--- src/rtl/tsel_pkg.sv ---
// Package: shared mode encoding for the trace selection unit.
// Assumes: mode input is one bit wide.
package tsel_pkg;
    typedef enum logic {
        SEL_FIRST  = 1'b0,   // conventional: first slot plus branch check
        SEL_SEARCH = 1'b1    // match any valid slot
    } sel_mode_e;
endpackage

--- src/rtl/tsel_cmp_bank.sv ---
// Module: tsel_cmp_bank
// One equality comparator per slot, all in parallel. A slot reports a match
// only when its valid bit is set. Assumes slot PCs are packed slot 0 lowest.
module tsel_cmp_bank #(
    parameter int SLOTS = 8,
    parameter int PC_W  = 32
) (
    input  logic [PC_W-1:0]       fetch_pc,
    input  logic [SLOTS*PC_W-1:0] slot_pc,
    input  logic [SLOTS-1:0]      slot_vld,
    output logic [SLOTS-1:0]      match_vec
);
    for (genvar g = 0; g < SLOTS; g++) begin : g_cmp
        // compare this slot's PC with the fetch PC, gated by its valid bit
        assign match_vec[g] = slot_vld[g] && (slot_pc[g*PC_W +: PC_W] == fetch_pc);
    end
endmodule

--- src/rtl/tsel_first_find.sv ---
// Module: tsel_first_find
// Finds the lowest set bit of the match vector. Assumes nothing about how
// many bits are set; index is 0 when none is.
module tsel_first_find #(
    parameter int SLOTS = 8,
    localparam int IDX_W = (SLOTS > 1) ? $clog2(SLOTS) : 1
) (
    input  logic [SLOTS-1:0] vec,
    output logic             found,
    output logic [IDX_W-1:0] idx
);
    // scan from the top down so the lowest match is written last
    always_comb begin
        found = 1'b0;
        idx   = '0;
        for (int i = SLOTS - 1; i >= 0; i--) begin
            if (vec[i]) begin
                found = 1'b1;
                idx   = IDX_W'(i);
            end
        end
    end
endmodule

--- src/rtl/tsel_align.sv ---
// Module: tsel_align
// Shifts the trace down by the start index so the start slot lands in
// output slot 0, and counts valid slots from the start index to the end.
// Assumes idx < SLOTS. Invalid output slots carry zero instruction words.
module tsel_align #(
    parameter int SLOTS  = 8,
    parameter int INSN_W = 32,
    localparam int IDX_W = (SLOTS > 1) ? $clog2(SLOTS) : 1,
    localparam int CNT_W = $clog2(SLOTS + 1)
) (
    input  logic [IDX_W-1:0]        idx,
    input  logic [SLOTS*INSN_W-1:0] insn_in,
    input  logic [SLOTS-1:0]        vld_in,
    output logic [SLOTS*INSN_W-1:0] insn_out,
    output logic [SLOTS-1:0]        vld_out,
    output logic [CNT_W-1:0]        count
);
    // realign slots: output k takes input idx+k when it exists
    always_comb begin
        insn_out = '0;
        vld_out  = '0;
        for (int k = 0; k < SLOTS; k++) begin
            if (int'(idx) + k < SLOTS) begin
                vld_out[k] = vld_in[int'(idx) + k];
                if (vld_in[int'(idx) + k]) begin
                    insn_out[k*INSN_W +: INSN_W] = insn_in[(int'(idx) + k)*INSN_W +: INSN_W];
                end
            end
        end
    end

    // count valid slots at or after the start index
    always_comb begin
        count = '0;
        for (int i = 0; i < SLOTS; i++) begin
            if (i >= int'(idx) && vld_in[i]) begin
                count = count + CNT_W'(1);
            end
        end
    end
endmodule

--- src/rtl/tsel_top.sv ---
// Module: tsel_top
// Trace selection with search-back. Picks whether a candidate trace serves
// the fetch PC (any valid slot in search-back mode, slot 0 plus masked branch
// agreement in first-slot mode), realigns it and registers the result.
// Assumes: one request per cycle, results one clock later, synchronous
// active-low reset.
module tsel_top
    import tsel_pkg::*;
#(
    parameter int SLOTS  = 8,
    parameter int PC_W   = 32,
    parameter int INSN_W = 32,
    parameter int BR_W   = 3,
    localparam int IDX_W = (SLOTS > 1) ? $clog2(SLOTS) : 1,
    localparam int CNT_W = $clog2(SLOTS + 1)
) (
    input  logic                    clk,
    input  logic                    rst_n,
    input  logic                    req_i,
    input  logic                    mode_i,
    input  logic [PC_W-1:0]         fetch_pc_i,
    input  logic [SLOTS*PC_W-1:0]   slot_pc_i,
    input  logic [SLOTS*INSN_W-1:0] slot_insn_i,
    input  logic [SLOTS-1:0]        slot_vld_i,
    input  logic [BR_W-1:0]         br_pred_i,
    input  logic [BR_W-1:0]         br_flags_i,
    input  logic [BR_W-1:0]         br_mask_i,
    output logic                    hit_o,
    output logic [IDX_W-1:0]        start_idx_o,
    output logic [CNT_W-1:0]        count_o,
    output logic [SLOTS*INSN_W-1:0] out_insn_o,
    output logic [SLOTS-1:0]        out_vld_o
);
    sel_mode_e               mode;
    logic [SLOTS-1:0]        match_vec;
    logic                    any_match;
    logic [IDX_W-1:0]        first_idx;
    logic                    br_agree;
    logic                    sel_hit;
    logic [IDX_W-1:0]        sel_idx;
    logic [SLOTS*INSN_W-1:0] al_insn;
    logic [SLOTS-1:0]        al_vld;
    logic [CNT_W-1:0]        al_count;

    assign mode = sel_mode_e'(mode_i);

    tsel_cmp_bank #(.SLOTS(SLOTS), .PC_W(PC_W)) u_cmp (
        .fetch_pc  (fetch_pc_i),
        .slot_pc   (slot_pc_i),
        .slot_vld  (slot_vld_i),
        .match_vec (match_vec)
    );

    tsel_first_find #(.SLOTS(SLOTS)) u_find (
        .vec   (match_vec),
        .found (any_match),
        .idx   (first_idx)
    );

    // branch directions agree wherever the trace's mask enables a bit
    always_comb begin
        br_agree = (((br_pred_i ^ br_flags_i) & br_mask_i) == '0);
    end

    // choose hit and start slot according to the matching mode
    always_comb begin
        if (mode == SEL_SEARCH) begin
            sel_hit = req_i && any_match;
            sel_idx = first_idx;
        end else begin
            sel_hit = req_i && match_vec[0] && br_agree;
            sel_idx = '0;
        end
    end

    tsel_align #(.SLOTS(SLOTS), .INSN_W(INSN_W)) u_align (
        .idx      (sel_idx),
        .insn_in  (slot_insn_i),
        .vld_in   (slot_vld_i),
        .insn_out (al_insn),
        .vld_out  (al_vld),
        .count    (al_count)
    );

    // register the selection result; a miss or idle cycle clears everything
    always_ff @(posedge clk) begin
        if (!rst_n || !sel_hit) begin
            hit_o       <= 1'b0;
            start_idx_o <= '0;
            count_o     <= '0;
            out_insn_o  <= '0;
            out_vld_o   <= '0;
        end else begin
            hit_o       <= 1'b1;
            start_idx_o <= sel_idx;
            count_o     <= al_count;
            out_insn_o  <= al_insn;
            out_vld_o   <= al_vld;
        end
    end

    // a registered miss leaves no valid slot and no count
    p_miss_quiet_r9: assert property (@(posedge clk) disable iff (!rst_n)
        !hit_o |-> (out_vld_o == '0 && count_o == '0 && start_idx_o == '0));

    // count agrees with the delivered valid bits
    p_count_agrees_r4: assert property (@(posedge clk) disable iff (!rst_n)
        hit_o |-> (count_o == CNT_W'($countones(out_vld_o))));

    // the start instruction always sits valid in output slot 0
    p_head_valid_r3: assert property (@(posedge clk) disable iff (!rst_n)
        hit_o |-> out_vld_o[0]);

    // no request means no hit one clock later
    p_idle_r10: assert property (@(posedge clk) disable iff (!rst_n)
        !req_i |=> !hit_o);

    // first-slot mode always starts at slot 0
    p_first_idx_r6: assert property (@(posedge clk) disable iff (!rst_n)
        (req_i && !mode_i) |=> (start_idx_o == '0));

    // a masked branch disagreement blocks a first-slot hit
    p_branch_block_r7: assert property (@(posedge clk) disable iff (!rst_n)
        (req_i && !mode_i && ((br_pred_i ^ br_flags_i) & br_mask_i) != '0) |=> !hit_o);

    // a trace without valid slots never hits
    p_empty_trace_r5: assert property (@(posedge clk) disable iff (!rst_n)
        (slot_vld_i == '0) |=> !hit_o);
endmodule

--- config.mk ---
export PLATFORM = sky130hd
export DESIGN_NAME = tsel_top
export DESIGN_NICKNAME = d
export VERILOG_FILES = /design/src/rtl/tsel_pkg.sv /design/src/rtl/tsel_cmp_bank.sv /design/src/rtl/tsel_first_find.sv /design/src/rtl/tsel_align.sv /design/src/rtl/tsel_top.sv
export SDC_FILE = /design/constraint.sdc
export NUM_CORES = 1
export LEC_CHECK = 0
export BUFFER_PORTS_ARGS = -buffer_cell sky130_fd_sc_hd__buf_4
export CELL_PAD_IN_SITES_DETAIL_PLACEMENT = 1
export CELL_PAD_IN_SITES_GLOBAL_PLACEMENT = 1
export CORE_AREA = 3 3 322 324
export DETAILED_ROUTE_END_ITERATION = 10
export DIE_AREA = 0 0 325 327
export PLACE_DENSITY_LB_ADDON = 0.12
export SYNTH_ARGS = -nofsm -noshare
export SYNTH_HDL_FRONTEND = slang
export SYNTH_SLANG_ARGS = --single-unit
--- constraint.sdc ---
create_clock -name clk -period 6.8 [get_ports clk]
set_input_delay 0.34 -clock clk [delete_from_list [all_inputs] [get_ports clk]]
set_output_delay 0.34 -clock clk [all_outputs]
set_load 0.03 [all_outputs]
==> results.tsv, run 1 <==
stage	metric	value	unit
drt	wire per inst	28.65	um
place	placed instance area	25640	um^2
cells_and_area	final net count	3566	
outcome	outcome	complete, no violations	
cts	CTS buffer count	38	
drt	Antenna Violating Nets Remaining	0	
setup_path	top fanout value on the critical path	8	
timing	setup TNS	0	ns
floorplan	Die Area	106300	um^2
setup_path	crit path launch type	primary input	
floorplan	initial core utilization	17.56	%
global_routing	first-pass GRT wire length	172900	um
timing	RSZ-0062 raised after global routing	false	
setup_path	critical path's slowest cell	or3_1	
power	Pwr Density	172.9	nW/um^2
yosys	Async S/R FF share, synth	0	%
global_routing	largest net degree at the start of global routing	160	
yosys	Post-Syn Area	17820	um^2
timing	final hold viol count	0	
global_routing	initial antenna violation count	17	
timing	Worst Max-Slew Pin Slew	1.169	ns
hold_path	WHS Endpoint	out_insn_o[248]$_SDFF_PP0_	
yosys	Yosys reg bits	272	
cells_and_area	share of cells above drive strength 1	34.06	%
cells_and_area	commonest non-fill, non-tap cell in the layout	buf_4	
timing	Fmax	162.0	MHz
cts	CTS root buffer	clkbuf_16	
setup_path	Req. time, crit path	7.24	ns
cts	TritonCTS clock tree	yes	
cts	H-tree depth	2	
yosys	ys flop type	dfxtp_1	
yosys	Ys Warns	0	
power	Leak	12.09	nW
drt	DRC violations left	0	
cts	worst-case clock buffer depth	3	
setup_path	Setup crit end kind	flop	
floorplan	site row count	117	
cells_and_area	Finished Core Util	26.82	%
timing	hold slack final	0.04612	ns
yosys	syn nets	2777	
cts	post-CTS setup repair buffer count	0	
timing	Final WS setup	0.6259	ns
hold_path	Hold Path Depth	2	
timing	Slew headroom	22.09	%
drt	initial DRC count	973	
place	input/output buffers	836	
floorplan	Die Wd	325	um
global_routing	Overall Global Routing Usage	22.67	%
cells_and_area	Layout area overhead	52.68	%
yosys	sequential fraction of the synthesis area	30.56	%
drt	first drt pass iteration count	5	
cells_and_area	commonest non-fill, non-tap cells in the layout	buf_4, nor2_1, dfxtp_1	
timing	final critical-path share of the clock period	90.80	%
timing	Final min period	6.174	ns
cts	Clock Sinks	272	
yosys	number of enable flip-flop cells after synthesis	0	
cells_and_area	fill count	11980	
drt	Via density	4.554	
job	max_cap viols	0	
yosys	Mean Syn Cell Area	8.121	um^2
yosys	Synth Instances	2194	
setup_path	crit-path max cell delay	0.51	ns
floorplan	die height	327	um
power	VDD IR-drop max	136.0	uV
hold_path	Hold Crit Start	slot_insn_i[248]	
floorplan	core area	101400	um^2
drt	drt total wl	125800	um
setup_path	most used cell, CP	ha_1	
drt	routed via count	20000	
timing	final slew viol count	0	
place	Placement Setup Slack	-0.06637	ns
hold_path	Hold Path Class	primary input to flop	
place	post-detail-place hpwl	99870	um
global_routing	GRT Residual Overflow	0	
timing	Finish-stage setup viols	0	
setup_path	CP arrival	6.61	ns
yosys	distinct cell type count after synthesis	70	
place	GP Congestion	0.9030	
cts	clock-pin slew on the worst setup and hold paths	0.06	ns
setup_path	kind of critical path	primary input to flop	
cells_and_area	fin area	27200	um^2
global_routing	via count of the first global-routing pass	21790	
floorplan	I/O pin count	837	
worst max path at each step:
stage / startpoint / end / slack [ns] / cells past startpoint
after floorplan: fetch_pc_i[20] / count_o[3]$_SDFF_PN0_ / 0.001 / 33
after global placement: fetch_pc_i[11] / count_o[3]$_SDFF_PN0_ / -0.04 / 32
after detailed placement: fetch_pc_i[11] / count_o[3]$_SDFF_PN0_ / -0.07 / 32
after CTS: fetch_pc_i[11] / count_o[3]$_SDFF_PN0_ / 0.52 / 31
after global routing: fetch_pc_i[25] / count_o[3]$_SDFF_PN0_ / 0.17 / 32
final: fetch_pc_i[3] / count_o[3]$_SDFF_PN0_ / 0.63 / 32
stage by stage:
step,total power [W],instances
floorplan,0.002049,2194
global placement,0.002572,4291
detailed placement,0.002570,4291
CTS,0.004788,4380
global route,0.004911,4387
finish,0.004703,4392
power breakdown:
part	leakage [nW]	switching (W)	total (W)	internal (W)
Sequential	2.19	0.000000000000128	0.00159	0.00159
Clock	0.648	0.000837	0.00216	0.00132
Combinational	9.25	0.000499	0.000952	0.000453
Total	12.1	0.00134	0.00470	0.00337
area by class of cell:
class	count	area (um^2)	share of cell area [%]
repair buffers	919	6999	25.73
clock buffers	50	1087	3.997
flip-flops and latches	272	5445	20.02
multi-input cells	1723	11580	42.57
diodes	12	30.03	0.1104
inverters	29	110.1	0.4047
clock inverters	19	241.5	0.8876
well taps	1368	1712	6.292
repair_timing:
item                                    in CTS  in global routing
resized for setup                            0                  1
endpoints found under the setup margin       0                  1
endpoints found under the hold margin       20                  0
hold buffers                                20                  0
logic make-up (layout without fill, tap and decap cells):
kind of cell / after synthesis / after routing / share of synthesized area (%)
AND/OR/NAND/NOR: 807 / 807 / 21.85
XOR/XNOR: 272 / 272 / 13.68
buffers and inverters: 199 / 1017 / 5.056
adder cells (fa/ha/maj): 18 / 18 / 1.264
AO/OA/AOI/OAI: 380 / 380 / 13.54
other: 0 / 12 / 0
multiplexers: 246 / 246 / 14.06
flip-flops: 272 / 272 / 30.56
sequential cells by signal, indices dropped and copies added, names as in the netlist:
signal,cells
count_o,4
hit_o,1
out_insn_o,256
start_idx_o,3
out_vld_o,8
per-layer routing:
metal	routed length, um	global-route usage [%]
met2	63030	40.46
met1	52440	27.13
met3	6832	5.011
met5	87	0
met4	3440	6.668
synthesized netlist by cell type (14+ instances only):
| master | number | area [um^2] |
|---|---|---|
| ha_1 | 18 | 225.2 |
| and2_1 | 68 | 425.4 |
| inv_1 | 27 | 101.4 |
| o211ai_1 | 34 | 255.2 |
| dfxtp_1 | 272 | 5445 |
| mux2i_1 | 212 | 2122 |
| nor2_1 | 308 | 1156 |
| xnor2_1 | 94 | 823.3 |
| nor4_1 | 68 | 425.4 |
| a21oi_1 | 185 | 925.9 |
| clkbuf_1 | 86 | 322.8 |
| nand2b_1 | 21 | 131.4 |
| nand3_1 | 22 | 110.1 |
| nand2_1 | 174 | 653.1 |
| a211oi_1 | 97 | 728.2 |
| buf_1 | 16 | 60.06 |
| nor2b_1 | 38 | 237.7 |
| o21a_1 | 20 | 150.1 |
| nor4b_1 | 14 | 122.6 |
| nand4_1 | 42 | 262.8 |
| mux2_2 | 34 | 382.9 |
| buf_2 | 52 | 260.3 |
| xor2_1 | 174 | 1524 |
critical path: cells and delay by family:
kind	cells	cell delay, ns
simple gates	10	2.11
compound gates	8	1.27
xor+xnor	5	1.35
buf+inv	5	0.56
fa+ha+maj	4	0.95
No activity file was read; power rests on OpenSTA's default activity.
==> inputs of run 2 (changes only) <==
--- a/config.mk
+++ b/config.mk
@@ -8,9 +8,10 @@
 export BUFFER_PORTS_ARGS = -buffer_cell sky130_fd_sc_hd__buf_4
 export CELL_PAD_IN_SITES_DETAIL_PLACEMENT = 1
 export CELL_PAD_IN_SITES_GLOBAL_PLACEMENT = 1
-export CORE_AREA = 3 3 322 324
+export CORE_AREA = 3 3 327 329
+export CTS_BUF_LIST = sky130_fd_sc_hd__clkbuf_8
 export DETAILED_ROUTE_END_ITERATION = 10
-export DIE_AREA = 0 0 325 327
+export DIE_AREA = 0 0 330 332
 export PLACE_DENSITY_LB_ADDON = 0.12
 export SYNTH_ARGS = -nofsm -noshare
 export SYNTH_HDL_FRONTEND = slang
==> run 2 against run 1 <==
Against the previous run:
- sequential share of layout area is 0.45 points lower
- count of clock-buffer cells in the layout is 28 higher
- final cell count is 2.9% higher
- global-route usage is 0.27 points lower
- combinational power is 3.7% higher
- fmax is 0.68% higher
- die area is 3.1% higher
- via count is 2.3% higher
- critical path depth is 2 lower
- worst hold slack better by 0.030 ns
- wire length is 1.9% higher
- critical endpoint unchanged
- largest cell class unchanged
==> results.tsv, run 2 (same netlist as run 1, synthesis figures left out) <==
stage	metric	value	unit	change
outcome	outcome	complete, no violations		
hold_path	WHS Endpoint	out_insn_o[130]$_SDFF_PP0_		
cts	CTS-repair resized insts	0		unchanged
timing	Final min period	6.132	ns	-0.04175 ns
timing	RSZ-0062 raised after global routing	false		
timing	Final WS setup	0.6676	ns	+0.04175 ns
global_routing	Overall Global Routing Usage	22.40	%	-0.27 points
power	VDD IR-drop max	138.4	uV	+1.8%
cts	CTS buffer count	57		+50%
floorplan	Die Wd	330	um	+1.5%
power	Flop pwr share	35.2	%	+1.3 points
power	Switching Share	29.36	%	+0.95 points
global_routing	largest net degree at the start of global routing	70		-56%
place	Placed Cells incl. Taps	4306		+0.35%
cells_and_area	Layout area overhead	56.20	%	
global_routing	GRT Residual Overflow	0		unchanged
setup_path	crit path launch type	primary input		
timing	final slew viol count	0		unchanged
place	post-detail-place hpwl	101400	um	+1.5%
cells_and_area	Biggest register	out_insn_o		
cells_and_area	max reg flops	256		unchanged
cts	post-CTS setup repair buffer count	0		unchanged
setup_path	crit-path max cell delay	0.44	ns	-0.07 ns
setup_path	Setup crit end kind	flop		
drt	drt total wl	128200	um	+1.9%
drt	met3 wire len	7901	um	+16%
hold_path	Hold Crit Start	slot_insn_i[130]		
hold_path	Hold Path Depth	5		+3
drt	Antenna Violating Nets Remaining	0		unchanged
cells_and_area	Finished Layout Cells	4519		+2.9%
timing	final hold viol count	0		unchanged
global_routing	first-pass GRT wire length	175400	um	+1.5%
floorplan	die height	332	um	+1.5%
cts	worst-case clock buffer depth	3		unchanged
drt	wire per inst	28.37	um	-0.97%
cts	TritonCTS clock tree	yes		
cells_and_area	Largest regs	out_insn_o x256, out_vld_o x8, count_o x4		
drt	routed via count	20460		+2.3%
setup_path	critical path's slowest cell	xnor2_1		
timing	Fmax	163.1	MHz	+0.68%
power	combinational fraction of design power	21.8	%	+1.5 points
hold_path	Hold Path Class	primary input to flop		
power	Clock power frac	43.0	%	-2.9 points
power	Leak	12.42	nW	+2.7%
cts	clock-pin slew on the worst setup and hold paths	0.06	ns	about the same
global_routing	via count of the first global-routing pass	22450		+3.0%
floorplan	core area	103800	um^2	+2.3%
drt	first drt pass iteration count	5		unchanged
timing	final critical-path share of the clock period	90.18	%	-0.61 points
floorplan	site row count	118		+0.85%
cells_and_area	commonest non-fill, non-tap cell in the layout	buf_4		
place	input/output buffers	836		unchanged
drt	Via density	4.528		-0.57%
job	max_cap viols	0		unchanged
setup_path	Req. time, crit path	7.35	ns	+0.11 ns
timing	hold slack final	0.07600	ns	+0.02988 ns
power	P_int	0.003201	W	-4.9%
cts	H-tree depth	2		unchanged
setup_path	most used cell, CP	ha_1		
timing	setup TNS	0	ns	unchanged
drt	DR top layer	met5		
setup_path	top fanout value on the critical path	8		unchanged
drt	DR WL met2	64550	um	+2.4%
drt	DRC violations left	0		unchanged
cells_and_area	final net count	3653		+2.4%
setup_path	kind of critical path	primary input to flop		
drt	wl on met1	51760	um	-1.3%
place	Placement Setup Slack	-0.04966	ns	+0.01671 ns
floorplan	initial core utilization	17.17	%	-0.40 points
cts	Post-CTS Hold Buffers	85		+330%
floorplan	Die Area	109600	um^2	+3.1%
global_routing	initial antenna violation count	30		+13
cts	Clock Sinks	272		unchanged
setup_path	CP arrival	6.68	ns	+0.07 ns
power	NetSw	0.001330	W	-0.42%
cells_and_area	commonest non-fill, non-tap cells in the layout	buf_4, nor2_1, dfxtp_1		
cells_and_area	share of cells above drive strength 1	33.84	%	-0.23 points
place	GP Congestion	0.9442		+4.6%
timing	Slew headroom	27.36	%	+5.3 points
drt	initial DRC count	1063		+9.2%
timing	Worst Max-Slew Pin Slew	1.087	ns	-0.08154 ns
power	Pwr Density	162.8	nW/um^2	-5.8%
floorplan	I/O pin count	837		unchanged
cts	CTS root buffer	clkbuf_8		
cells_and_area	Finished Core Util	26.82	%	about the same
setup_path	worst path bufs/invs	5		unchanged
setup_path	CP top delay family	simple AND/OR/NAND/NOR gates		
timing	Finish-stage setup viols	0		unchanged
-- run 2: cell type report --
cell class	instances	area (um^2)
Inverter	29	110.1
Multi-Input combinational cell	1723	11570
Fill cell	12280	75960
Clock buffer	78	1074
Tap cell	1380	1727
Clock inverter	26	196.4
Antenna cell	24	60.06
Timing Repair Buffer	987	7647
Sequential cell	272	5445
-- run 2: per-layer routing --
| layer | track usage (%) | vias up |
|---|---|---|
| met5 | 0 | - |
| met4 | 7.401 | 10 |
| met3 | 5.455 | 180 |
| met2 | 40.10 | 703 |
| met1 | 25.88 | 10160 |
| li1 | - | 9405 |
-- run 2: worst max path at each step --
stage / slack (ns) / endpoint / startpoint / cells after the start
5_1_grt: 0.19 / count_o[3]$_SDFF_PN0_ / fetch_pc_i[31] / 33
4_1_cts: 0.74 / count_o[3]$_SDFF_PN0_ / fetch_pc_i[21] / 30
6_report: 0.67 / count_o[3]$_SDFF_PN0_ / fetch_pc_i[31] / 30
2_1_floorplan: 0.001 / count_o[3]$_SDFF_PN0_ / fetch_pc_i[20] / 33
3_3_place_gp: 0.06 / count_o[3]$_SDFF_PN0_ / fetch_pc_i[31] / 32
3_5_place_dp: -0.05 / count_o[3]$_SDFF_PN0_ / fetch_pc_i[21] / 30
-- run 2: per-stage QoR --
stage	total power (W)	instance area [um^2]
6_report	0.004531	27830
5_1_grt	0.004752	27810
4_1_cts	0.004623	27770
3_5_place_dp	0.002571	25650
3_3_place_gp	0.002566	25650
2_1_floorplan	0.002049	17820
-- run 2: power groups by stage --
stage / Combinational, W / Clock, W / Sequential [W]
2_1_floorplan: 0.000421 / 0 / 0.00163
3_5_place_dp: 0.000942 / 0 / 0.00163
6_report: 0.000987 / 0.00195 / 0.00159
5_1_grt: 0.00106 / 0.00210 / 0.00159
3_3_place_gp: 0.000938 / 0 / 0.00163
4_1_cts: 0.000989 / 0.00204 / 0.00159
